$ cat src/rtl/sbit_pkg.sv
`timescale 1ns/1ps
package sbit_pkg;

  localparam logic [6:0] OPC_REG  = 7'b0110011;
  localparam logic [6:0] OPC_IMM  = 7'b0010011;
  localparam logic [6:0] OPC_REGW = 7'b0111011;
  localparam logic [6:0] OPC_IMMW = 7'b0011011;

  localparam logic [2:0] F3_MOD = 3'b001;
  localparam logic [2:0] F3_GET = 3'b101;

  localparam logic [6:0] UP_SET = 7'b0010100;
  localparam logic [6:0] UP_CLR = 7'b0100100;
  localparam logic [6:0] UP_INV = 7'b0110100;
  localparam logic [6:0] UP_GET = 7'b0100100;

  typedef enum logic [1:0] {BOP_SET, BOP_CLR, BOP_INV, BOP_GET} bop_e;

  typedef struct packed {
    logic hit;
    logic word;
    logic imm;
    bop_e op;
  } bdec_t;

  // Classify the upper field and funct3. When lsb_free is set, bit 0 of the
  // upper field belongs to the shift amount and is not compared.
  function automatic bdec_t classify(input logic [6:0] upper, input logic [2:0] f3,
                                     input logic lsb_free, input logic allow_get);
    bdec_t d;
    logic [6:0] u;
    d = '0;
    d.op = BOP_SET;
    u = lsb_free ? {upper[6:1], 1'b0} : upper;
    if (f3 == F3_MOD) begin
      if (u == UP_SET) begin
        d.hit = 1'b1; d.op = BOP_SET;
      end else if (u == UP_CLR) begin
        d.hit = 1'b1; d.op = BOP_CLR;
      end else if (u == UP_INV) begin
        d.hit = 1'b1; d.op = BOP_INV;
      end
    end else if (f3 == F3_GET && allow_get && u == UP_GET) begin
      d.hit = 1'b1; d.op = BOP_GET;
    end
    return d;
  endfunction

endpackage

$ cat src/rtl/sbit_decode.sv
`timescale 1ns/1ps
module sbit_decode
  import sbit_pkg::*;
#(
  parameter int ILEN = 32
) (
  input  logic [ILEN-1:0] inst,
  output bdec_t           dec,
  output logic [4:0]      rd
);
  logic [6:0] opc;
  logic [2:0] f3;
  logic [6:0] upper;
  logic       unused_fields;

  assign opc   = inst[6:0];
  assign f3    = inst[14:12];
  assign upper = inst[31:25];
  assign rd    = inst[11:7];
  assign unused_fields = ^{inst[24:15]};

  always_comb begin
    dec = '0;
    unique case (opc)
      OPC_REG: begin
        dec = classify(upper, f3, 1'b0, 1'b1);
      end
      OPC_IMM: begin
        dec = classify(upper, f3, 1'b1, 1'b1);
        dec.imm = 1'b1;
      end
      OPC_REGW: begin
        dec = classify(upper, f3, 1'b0, 1'b1);
        dec.word = 1'b1;
      end
      OPC_IMMW: begin
        dec = classify(upper, f3, 1'b0, 1'b0);
        dec.word = 1'b1;
        dec.imm  = 1'b1;
      end
      default: dec = '0;
    endcase
  end
endmodule

$ cat src/rtl/sbit_index.sv
`timescale 1ns/1ps
module sbit_index #(
  parameter int XLEN = 64,
  localparam int IDXW = $clog2(XLEN),
  localparam int WDXW = $clog2(XLEN / 2)
) (
  input  logic            word,
  input  logic            imm,
  input  logic [IDXW-1:0] shamt_field,
  input  logic [XLEN-1:0] src_b,
  output logic [IDXW-1:0] idx
);
  logic [IDXW-1:0] raw_idx;
  logic            unused_high;

  function automatic logic [IDXW-1:0] fold_word(input logic [IDXW-1:0] v);
    logic [IDXW-1:0] r;
    r = '0;
    r[WDXW-1:0] = v[WDXW-1:0];
    return r;
  endfunction

  assign raw_idx     = imm ? shamt_field : src_b[IDXW-1:0];
  assign idx         = word ? fold_word(raw_idx) : raw_idx;
  assign unused_high = ^src_b[XLEN-1:IDXW];
endmodule

$ cat src/rtl/sbit_core.sv
`timescale 1ns/1ps
module sbit_core
  import sbit_pkg::*;
#(
  parameter int XLEN = 64,
  localparam int IDXW = $clog2(XLEN)
) (
  input  bop_e            op,
  input  logic [XLEN-1:0] src_a,
  input  logic [IDXW-1:0] idx,
  output logic [XLEN-1:0] raw
);
  function automatic logic [XLEN-1:0] lane_mask(input logic [IDXW-1:0] i);
    return XLEN'(1) << i;
  endfunction

  function automatic logic [XLEN-1:0] bit_op(input bop_e o, input logic [XLEN-1:0] a,
                                             input logic [IDXW-1:0] i);
    logic [XLEN-1:0] m;
    m = lane_mask(i);
    unique case (o)
      BOP_SET: return a | m;
      BOP_CLR: return a & ~m;
      BOP_INV: return a ^ m;
      default: return XLEN'((a >> i) & XLEN'(1));
    endcase
  endfunction

  assign raw = bit_op(op, src_a, idx);
endmodule

$ cat src/rtl/sbit_wordfix.sv
`timescale 1ns/1ps
module sbit_wordfix #(
  parameter int XLEN = 64,
  localparam int HALF = XLEN / 2
) (
  input  logic            word,
  input  logic [XLEN-1:0] raw,
  output logic [XLEN-1:0] fixed
);
  function automatic logic [XLEN-1:0] sext_half(input logic [XLEN-1:0] v);
    return {{HALF{v[HALF-1]}}, v[HALF-1:0]};
  endfunction

  assign fixed = word ? sext_half(raw) : raw;
endmodule

$ cat src/rtl/sbit_unit.sv
`timescale 1ns/1ps
module sbit_unit
  import sbit_pkg::*;
#(
  parameter int XLEN = 64,
  parameter int ILEN = 32,
  localparam int IDXW = $clog2(XLEN),
  localparam int HALF = XLEN / 2
) (
  input  logic [ILEN-1:0] inst,
  input  logic [XLEN-1:0] src_a,
  input  logic [XLEN-1:0] src_b,
  input  logic            bext_en,
  input  logic            rv64_mode,
  output logic            claimed,
  output logic            illegal,
  output logic            valid,
  output logic [4:0]      rd_idx,
  output logic            rd_we,
  output logic [XLEN-1:0] result
);
  bdec_t           dec;
  logic [IDXW-1:0] bit_idx;
  logic [XLEN-1:0] raw_res;
  logic [XLEN-1:0] fixed_res;
  logic            mode_block;
  logic            ext_block;

  sbit_decode #(.ILEN(ILEN)) u_dec (
    .inst (inst),
    .dec  (dec),
    .rd   (rd_idx)
  );

  sbit_index #(.XLEN(XLEN)) u_idx (
    .word        (dec.word),
    .imm         (dec.imm),
    .shamt_field (inst[20+IDXW-1:20]),
    .src_b       (src_b),
    .idx         (bit_idx)
  );

  sbit_core #(.XLEN(XLEN)) u_core (
    .op    (dec.op),
    .src_a (src_a),
    .idx   (bit_idx),
    .raw   (raw_res)
  );

  sbit_wordfix #(.XLEN(XLEN)) u_fix (
    .word  (dec.word),
    .raw   (raw_res),
    .fixed (fixed_res)
  );

  assign ext_block  = !bext_en;
  assign mode_block = dec.word && !rv64_mode;
  assign claimed    = dec.hit;
  assign illegal    = dec.hit && (ext_block || mode_block);
  assign valid      = dec.hit && !ext_block && !mode_block;
  assign rd_we      = valid && (rd_idx != 5'd0);
  assign result     = valid ? fixed_res : '0;

  always_comb begin

    ext_gate_chk: assert (bext_en || !valid)
      else $error("valid raised with extension disabled");

    if (valid && dec.word)
      word_sext_chk: assert (result[XLEN-1:HALF] == {HALF{result[HALF-1]}})
        else $error("word result not sign-extended");

    if (valid && dec.op == BOP_GET)
      get_upper_chk: assert (result[XLEN-1:1] == '0)
        else $error("extract left upper bits set");

    if (!claimed)
      idle_out_chk: assert (result == '0 && !rd_we && !valid && !illegal)
        else $error("outputs active for foreign instruction");

    x0_write_chk: assert (!rd_we || rd_idx != 5'd0)
      else $error("write enable toward x0");
  end
endmodule

$ cat config.mk
export PLATFORM = sky130hd
export DESIGN_NAME = sbit_unit
export DESIGN_NICKNAME = d
export VERILOG_FILES = /design/src/rtl/sbit_pkg.sv /design/src/rtl/sbit_decode.sv /design/src/rtl/sbit_index.sv /design/src/rtl/sbit_core.sv /design/src/rtl/sbit_wordfix.sv /design/src/rtl/sbit_unit.sv
export SDC_FILE = /design/constraint.sdc
export NUM_CORES = 1
export LEC_CHECK = 0
export BUFFER_PORTS_ARGS = -buffer_cell sky130_fd_sc_hd__buf_2
export CAP_MARGIN = 10
export CORE_AREA = 2 2 126 159
export DETAILED_ROUTE_END_ITERATION = 12
export DIE_AREA = 0 0 128 161
export RECOVER_POWER = 50
export SLEW_MARGIN = 40
export SYNTH_ARGS = -nofsm -noshare
export SYNTH_HDL_FRONTEND = slang
export SYNTH_SLANG_ARGS = --single-unit
$ cat constraint.sdc
create_clock -name vclk -period 9.1
set_clock_uncertainty 0.15 [all_clocks]
set_input_delay 1.365 -clock vclk [all_inputs]
set_output_delay 1.365 -clock vclk [all_outputs]
set_load 0.05 [all_outputs]
Word level (Yosys, flattened, before mapping)
Cells that the tools add are included.
{"block": "op_classes", "n_reduce_logical": 13, "eq_ne": 14, "muxes": 28, "bitwise_logic": 4, "shifts": 2}
{"op": "case mux 64 bit (3 select lines)", "count": 1}
{"op": "2-to-1 mux 64 bit", "count": 2}
{"op": "AND 64 bit", "count": 1}
{"op": "inverter 64 bit", "count": 1}
{"op": "bitwise OR 64 bit", "count": 1}
{"op": "<< shifter 1 x 6 -> 64 bit, first input constant", "count": 1}
{"op": ">> shifter 64 x 6 -> 1 bit", "count": 1}
{"op": "XOR 64 bit", "count": 1}
{"op": "equality test 7 x 6 -> 1 bit, second input constant", "count": 4}
{"op": "2-to-1 mux 2 bit", "count": 11}
{"op": "equality test 7 x 5 -> 1 bit, second input constant", "count": 3}
{"op": "case mux 5 bit (4 select lines)", "count": 1}
{"op": "equality test 6 x 5 -> 1 bit, second input constant", "count": 2}
{"op": "2-to-1 mux 6 bit", "count": 2}
{"op": "2-to-1 mux 1 bit", "count": 11}
{"op": "logical AND 1 bit", "count": 7}
{"op": "equality test 6 x 4 -> 1 bit, second input constant", "count": 1}
{"op": "nonzero test 5 bit", "count": 1}
{"op": "equality test 3 x 1 -> 1 bit, second input constant", "count": 1}
{"op": "equality test 3 bit, second input constant", "count": 1}
{"op": "zero test 1 bit", "count": 3}
{"op": "equality test 2 x 1 -> 1 bit, second input constant", "count": 1}
{"op": "equality test 2 bit, second input constant", "count": 1}
{"op": "zero test 2 bit", "count": 1}
{"op": "logical OR 1 bit", "count": 1}
{"block": "totals", "register_bits": 0, "output_inout_bits": 73, "wordCells": 61, "inputBits": 162}

Logic depth before layout (Yosys ltp)
{"block": "depth", "ltp_word": 14, "ltp_mapped": 13}

By module
From an unflattened synthesis, not the netlist that was laid out.
{"block": "unflattened", "cells_unflattened": 813, "area_unflattened_um2": 5834.3}
{"module": "sbit_core", "instances": 1, "cells_per_inst": 628, "seq_area_each_um2": 0.0, "area_per_inst_um2": 4242.8}
{"module": "sbit_wordfix", "instances": 1, "cells_per_inst": 71, "seq_area_each_um2": 0.0, "area_per_inst_um2": 769.5}
{"module": "sbit_unit", "instances": 1, "cells_per_inst": 76, "seq_area_each_um2": 0.0, "area_per_inst_um2": 513.0}
{"module": "sbit_decode", "instances": 1, "cells_per_inst": 30, "seq_area_each_um2": 0.0, "area_per_inst_um2": 209.0}
{"module": "sbit_index", "instances": 1, "cells_per_inst": 8, "seq_area_each_um2": 0.0, "area_per_inst_um2": 100.1}

Least setup slack after synthesis
No wires, ideal clock.
{"block": "synth_path", "path_kind": "in2out", "start": "in inst[0]", "end": "out result[33]", "t_arrival_ns": 4.212, "t_required_ns": 7.585, "setup_slack_ns": 3.373, "stages": 12, "path_cell_list": "and3b_1 nand2_2 buf_4 mux2_2 nor2_1 nand2_1 ha_1 nand2_1 o211ai_1 a31o_2 buf_6 a21oi_1"}
{"block": "synth_between", "elab_chain_len": 10, "word_cells_on_any_way": 22, "classes_between": "6 x eq/ne; 1 x shift; 6 x mux; 4 x bitwise; 5 x reduce/logical"}
{"item": "start, declared", "line": "sbit_unit.sv:10", "rtl": "input logic [ILEN-1:0] inst,"}
{"item": "equality test 7 x 5 -> 1 bit or equality test 7 x 6 -> 1 bit (tied branches)", "line": "sbit_decode.sv:24", "rtl": "unique case (opc)"}
{"item": "case mux 5 bit (4 select lines) *", "line": "sbit_decode.sv:24"}
{"item": "2-to-1 mux 6 bit", "line": "sbit_index.sv:23", "rtl": "assign raw_idx = imm ? shamt_field : src_b[IDXW-1:0];"}
{"item": "2-to-1 mux 6 bit", "line": "sbit_index.sv:24", "rtl": "assign idx = word ? fold_word(raw_idx) : raw_idx;"}
{"item": "<< shifter 1 x 6 -> 64 bit", "line": "sbit_core.sv:14", "rtl": "return XLEN'(1) << i;"}
{"item": "inverter 64 bit", "line": "sbit_core.sv:23", "rtl": "BOP_CLR: return a & ~m;"}
{"item": "AND 64 bit", "line": "sbit_core.sv:23"}
{"item": "case mux 64 bit (3 select lines)", "line": "sbit_core.sv:21", "rtl": "unique case (o)"}
{"item": "2-to-1 mux 64 bit", "line": "sbit_wordfix.sv:14", "rtl": "assign fixed = word ? sext_half(raw) : raw;"}
{"item": "2-to-1 mux 64 bit *", "line": "sbit_unit.sv:62", "rtl": "assign result = valid ? fixed_res : '0;"}
{"item": "end, declared", "line": "sbit_unit.sv:20", "rtl": "output logic [XLEN-1:0] result"}
Mark *: on every way between the ends. The rest lies on a longest branch, timed or not.

Final worst setup path
{"block": "layout_path", "start": "in inst[31]", "end": "out result[26]"}
{"block": "layout_between", "elab_chain_len": 10, "word_cells_on_any_way": 39, "classes_between": "8 x eq/ne; 26 x mux; 5 x reduce/logical"}
{"item": "equality test 7 x 6 -> 1 bit or equality test 6 x 5 -> 1 bit (tied branches)", "line": "sbit_pkg.sv:40", "rtl": "end else if (u == UP_INV) begin"}
{"item": "2-to-1 mux 2 bit", "line": "sbit_pkg.sv:40"}
{"item": "2-to-1 mux 2 bit", "line": "sbit_pkg.sv:38", "rtl": "end else if (u == UP_CLR) begin"}
{"item": "2-to-1 mux 2 bit", "line": "sbit_pkg.sv:36", "rtl": "if (u == UP_SET) begin"}
{"item": "2-to-1 mux 2 bit", "line": "sbit_pkg.sv:35", "rtl": "if (f3 == F3_MOD) begin"}
{"item": "case mux 5 bit (4 select lines) *", "line": "sbit_decode.sv:24"}
{"item": "equality test 2 bit, or another cell as far along", "line": "sbit_core.sv:21"}
{"item": "case mux 64 bit (3 select lines)", "line": "sbit_core.sv:21"}
{"item": "2-to-1 mux 64 bit", "line": "sbit_wordfix.sv:14"}
{"item": "2-to-1 mux 64 bit *", "line": "sbit_unit.sv:62"}
Marks and branches as above.

==> impl_metrics.xml <==
<?xml version="1.0" encoding="UTF-8"?>
<metrics>
  <group name="power_and_ir_drop">
    <metric name="internal_portion_of_total_power" unit="uW">58.1</metric>
    <metric name="sw_frac_of_total" unit="%">60.2</metric>
    <metric name="relative_contribution_of_combinational_cells_to_total_power" unit="%">100.0</metric>
    <metric name="share_seq_of_total_power" unit="%">0</metric>
    <metric name="max-vdd-ir-drop" unit="mV">0.00928</metric>
    <metric name="p_leak" unit="uW">0.00279</metric>
    <metric name="clock_power_share" unit="%">0</metric>
    <metric name="pwr_per_cell_area" unit="mW/mm^2">25.8</metric>
    <metric name="p_switching" unit="uW">87.9</metric>
  </group>
  <group name="min_path">
    <metric name="min_path_cells" unit="">2</metric>
    <metric name="min_path_type" unit="">primary input to primary output</metric>
    <metric name="holdCritStartpoint" unit="">inst[9]</metric>
    <metric name="timing.hold.worst_endpoint" unit="">rd_idx[2]</metric>
  </group>
  <group name="floorplanning">
    <metric name="core_area" unit="sq mm">0.0191</metric>
    <metric name="horizontal_extent_of_the_die" unit="microns">128</metric>
    <metric name="placement_rows" unit="">57</metric>
    <metric name="ioPinCount" unit="">235</metric>
    <metric name="design.die.area" unit="sq mm">0.0206</metric>
    <metric name="die_height" unit="microns">161</metric>
    <metric name="floorplan.initialDensity" unit="%">24.6</metric>
  </group>
  <group name="placement">
    <metric name="finalWeightedCongestion" unit="">0.804</metric>
    <metric name="dp_worst_setup_slack" unit="ns">2.70</metric>
    <metric name="hpwl" unit="microns">14100</metric>
    <metric name="place.port_buffers" unit="">172</metric>
    <metric name="placed_area" unit="sq mm">0.00571</metric>
  </group>
  <group name="clock_network">
    <metric name="cts_repair_resize_count" unit="">0</metric>
    <metric name="cts.hold.buffers_added" unit="">0</metric>
    <metric name="post-cts-setup-buffer-count" unit="">0</metric>
  </group>
  <group name="synthesis">
    <metric name="synth.yosys.warnings" unit="">0</metric>
    <metric name="synthesis.nets" unit="">998</metric>
    <metric name="syn_avg_cell_area" unit="sq um">6.65</metric>
    <metric name="synthCells" unit="">708</metric>
    <metric name="synth.cell_area" unit="sq mm">0.00471</metric>
    <metric name="synth_sequential_area_ratio" unit="%">0</metric>
    <metric name="synth_cell_types" unit="">57</metric>
  </group>
  <group name="drt">
    <metric name="avgRoutedWirePerCell" unit="microns">17.4</metric>
    <metric name="detailed_route_wire_length" unit="microns">18800</metric>
    <metric name="postRouteAntennaNets" unit="">0</metric>
    <metric name="drt_iter0_drc" unit="">329</metric>
    <metric name="firstDrtPassIters" unit="">5</metric>
    <metric name="route.detailed.drc" unit="">0</metric>
    <metric name="dr_total_vias" unit="">5494</metric>
    <metric name="vias_per_cell" unit="">5.10</metric>
  </group>
  <group name="timing">
    <metric name="timing_hold_violations_final" unit="">0</metric>
    <metric name="setup_viol" unit="">0</metric>
    <metric name="timing.final.crit_period" unit="ns">7.28</metric>
    <metric name="timing.setup.tns" unit="ns">0</metric>
    <metric name="final_period_utilization" unit="%">80.0</metric>
    <metric name="rsz0062_at_grt" unit="">false</metric>
    <metric name="fin_ws" unit="ns">1.82</metric>
    <metric name="report.final.slew_viol_count" unit="">69</metric>
    <metric name="hold-worst-slack" unit="ns">2.96</metric>
    <metric name="maxClockFrequency" unit="MHz">137</metric>
    <metric name="worstMarginPinSlew" unit="ns">1.63</metric>
    <metric name="max_slew_margin_vs_limit" unit="%">-8.54</metric>
  </group>
  <group name="finish">
    <metric name="n_clock_buffer" unit="">0</metric>
    <metric name="fillers" unit="">2195</metric>
    <metric name="drive_gt1_share" unit="%">19.9</metric>
    <metric name="final_area" unit="sq mm">0.00565</metric>
    <metric name="final_nets" unit="">1133</metric>
    <metric name="finalCoreUtilization" unit="%">29.6</metric>
    <metric name="layout.area.seq" unit="sq um">0</metric>
    <metric name="layout.cells.most_common" unit="">sky130_fd_sc_hd__nand2_1</metric>
    <metric name="flow.area_growth_from_synthesis" unit="%">20.0</metric>
    <metric name="layout.sequential_cells" unit="">0</metric>
    <metric name="layout_common_cells" unit="">161 x sky130_fd_sc_hd__nand2_1, 141 x sky130_fd_sc_hd__buf_2, 128 x sky130_fd_sc_hd__ha_1, 66 x sky130_fd_sc_hd__inv_1, 61 x sky130_fd_sc_hd__a21oi_1</metric>
  </group>
  <group name="worst_setup_path">
    <metric name="cpMaxStageDelayCell" unit="">sky130_fd_sc_hd__clkbuf_2</metric>
    <metric name="critical_path_required" unit="ns">7.59</metric>
    <metric name="cell_occurring_most_often_along_the_worst_timing_path" unit="">sky130_fd_sc_hd__nor2_1</metric>
    <metric name="critPathCaptureType" unit="">primary output</metric>
    <metric name="crit_type" unit="">primary input to primary output</metric>
    <metric name="crit_chain" unit="">buf_2 &gt; or4b_4 &gt; nor4_1 &gt; o2111ai_4 &gt; clkbuf_2 &gt; nor2_1 &gt; buf_4 &gt; a22oi_1 &gt; nor2_1 &gt; clkbuf_1</metric>
    <metric name="critical_path_peak_fanout" unit="">68</metric>
    <metric name="timing.critical_path.from_type" unit="">primary input</metric>
    <metric name="timing.critical_path.slowest_cell_delay" unit="ns">0.88</metric>
    <metric name="critical_path_arrival" unit="ns">5.77</metric>
  </group>
  <group name="grt">
    <metric name="grt.total_usage" unit="%">17.2</metric>
    <metric name="number_of_global_route_vias_before_repair" unit="">5125</metric>
    <metric name="grt_first_pass_wirelength" unit="microns">28500</metric>
    <metric name="antenna_found_initial" unit="">1</metric>
    <metric name="grt_max_degree" unit="">69</metric>
    <metric name="grt_overflow" unit="">0</metric>
  </group>
  <group name="run_status">
    <metric name="violations_in_the_final_reports" unit="">max-capacitance violations, max-slew violations</metric>
    <metric name="run_status" unit="">finished, violations left</metric>
  </group>
  <group name="flow_run">
    <metric name="max_cap_check_violation_count" unit="">1</metric>
  </group>
</metrics>
how the worst max path moves through the flow:
stage,end,start,cells past startpoint,slack [ns]
2_1_floorplan,result[33],inst[0],12,3.37
3_3_place_gp,result[35],inst[5],12,2.75
3_5_place_dp,result[35],inst[5],12,2.70
4_1_cts,result[35],inst[5],12,2.69
5_1_grt,result[26],inst[31],10,1.52
6_report,result[26],inst[31],10,1.82
worst max-delay path, delay by kind of cell:
| kind | cells | cell delay [ns] |
|---|---|---|
| AND/OR/NAND/NOR | 4 | 1.83 |
| buffers and inverters | 4 | 2.09 |
| AO/OA/AOI/OAI | 2 | 0.40 |
routing by layer:
| metal | track usage (%) | routed length [microns] |
|---|---|---|
| met1 | 23.4 | 8490 |
| met2 | 31.1 | 9360 |
| met3 | 0.530 | 790 |
| met4 | 1.60 | 150 |
| met5 | 0 | 0 |
power groups by stage:
stage | Sequential [uW] | Clock [uW] | Combinational (uW)
after global routing | 0 | 0.0000147 | 166
after global placement | 0 | 0 | 142
after floorplan | 0 | 0 | 84.8
after detailed placement | 0 | 0 | 146
final | 0 | 0.0000147 | 146
after CTS | 0 | 0 | 147
logic make-up (layout without fill, tap and decap cells):
logic type | after synthesis | in the layout | share of synthesized area (%)
buffers and inverters | 113 | 246 | 10.2
other | 0 | 1 | 0
AO/OA/AOI/OAI | 225 | 225 | 31.6
adder cells (fa/ha/maj) | 128 | 128 | 34.0
multiplexers | 13 | 13 | 3.08
AND/OR/NAND/NOR | 229 | 229 | 21.2
cell usage after synthesis, types with 2 or more instances:
cell type	instances	area (sq um)
sky130_fd_sc_hd__nand2_1	161	604
sky130_fd_sc_hd__ha_1	128	1600
sky130_fd_sc_hd__inv_1	66	248
sky130_fd_sc_hd__a21oi_1	61	305
sky130_fd_sc_hd__o21ai_0	48	240
sky130_fd_sc_hd__a22oi_1	40	300
sky130_fd_sc_hd__nor2_1	29	109
sky130_fd_sc_hd__clkbuf_1	28	105
sky130_fd_sc_hd__o211ai_1	27	203
sky130_fd_sc_hd__o221ai_1	13	114
sky130_fd_sc_hd__buf_4	7	52.6
sky130_fd_sc_hd__mux2i_1	7	70.1
sky130_fd_sc_hd__nor2b_1	7	43.8
sky130_fd_sc_hd__buf_2	6	30.0
sky130_fd_sc_hd__nand3_1	6	30.0
sky130_fd_sc_hd__o211a_1	6	60.1
sky130_fd_sc_hd__nand2b_1	4	25.0
sky130_fd_sc_hd__o22ai_1	4	25.0
sky130_fd_sc_hd__a21o_1	3	22.5
sky130_fd_sc_hd__and2_1	3	18.8
sky130_fd_sc_hd__buf_1	3	11.3
sky130_fd_sc_hd__buf_6	3	33.8
sky130_fd_sc_hd__mux2_2	3	33.8
sky130_fd_sc_hd__mux2i_2	3	41.3
sky130_fd_sc_hd__nand3b_1	3	22.5
sky130_fd_sc_hd__nor3_1	3	15.0
sky130_fd_sc_hd__a211oi_1	2	15.0
sky130_fd_sc_hd__o21ai_1	2	10.0
sky130_fd_sc_hd__o221a_1	2	22.5
sky130_fd_sc_hd__o221a_2	2	22.5
sky130_fd_sc_hd__o22a_1	2	17.5
area by class of cell:
type | instances | area, sq um | area share, %
multi-input cells | 595 | 4230 | 74.8
repair buffers | 180 | 880 | 15.6
well taps | 236 | 295 | 5.22
inverters | 66 | 248 | 4.38
diodes | 1 | 2.50 | 0.0443
stage by stage:
stage | cells | power (uW)
6_report | 1078 | 146
5_1_grt | 1078 | 166
4_1_cts | 1077 | 147
3_5_place_dp | 1077 | 146
3_3_place_gp | 1077 | 142
2_1_floorplan | 708 | 84.8
Note: power is estimated with default switching activity, not from simulation.
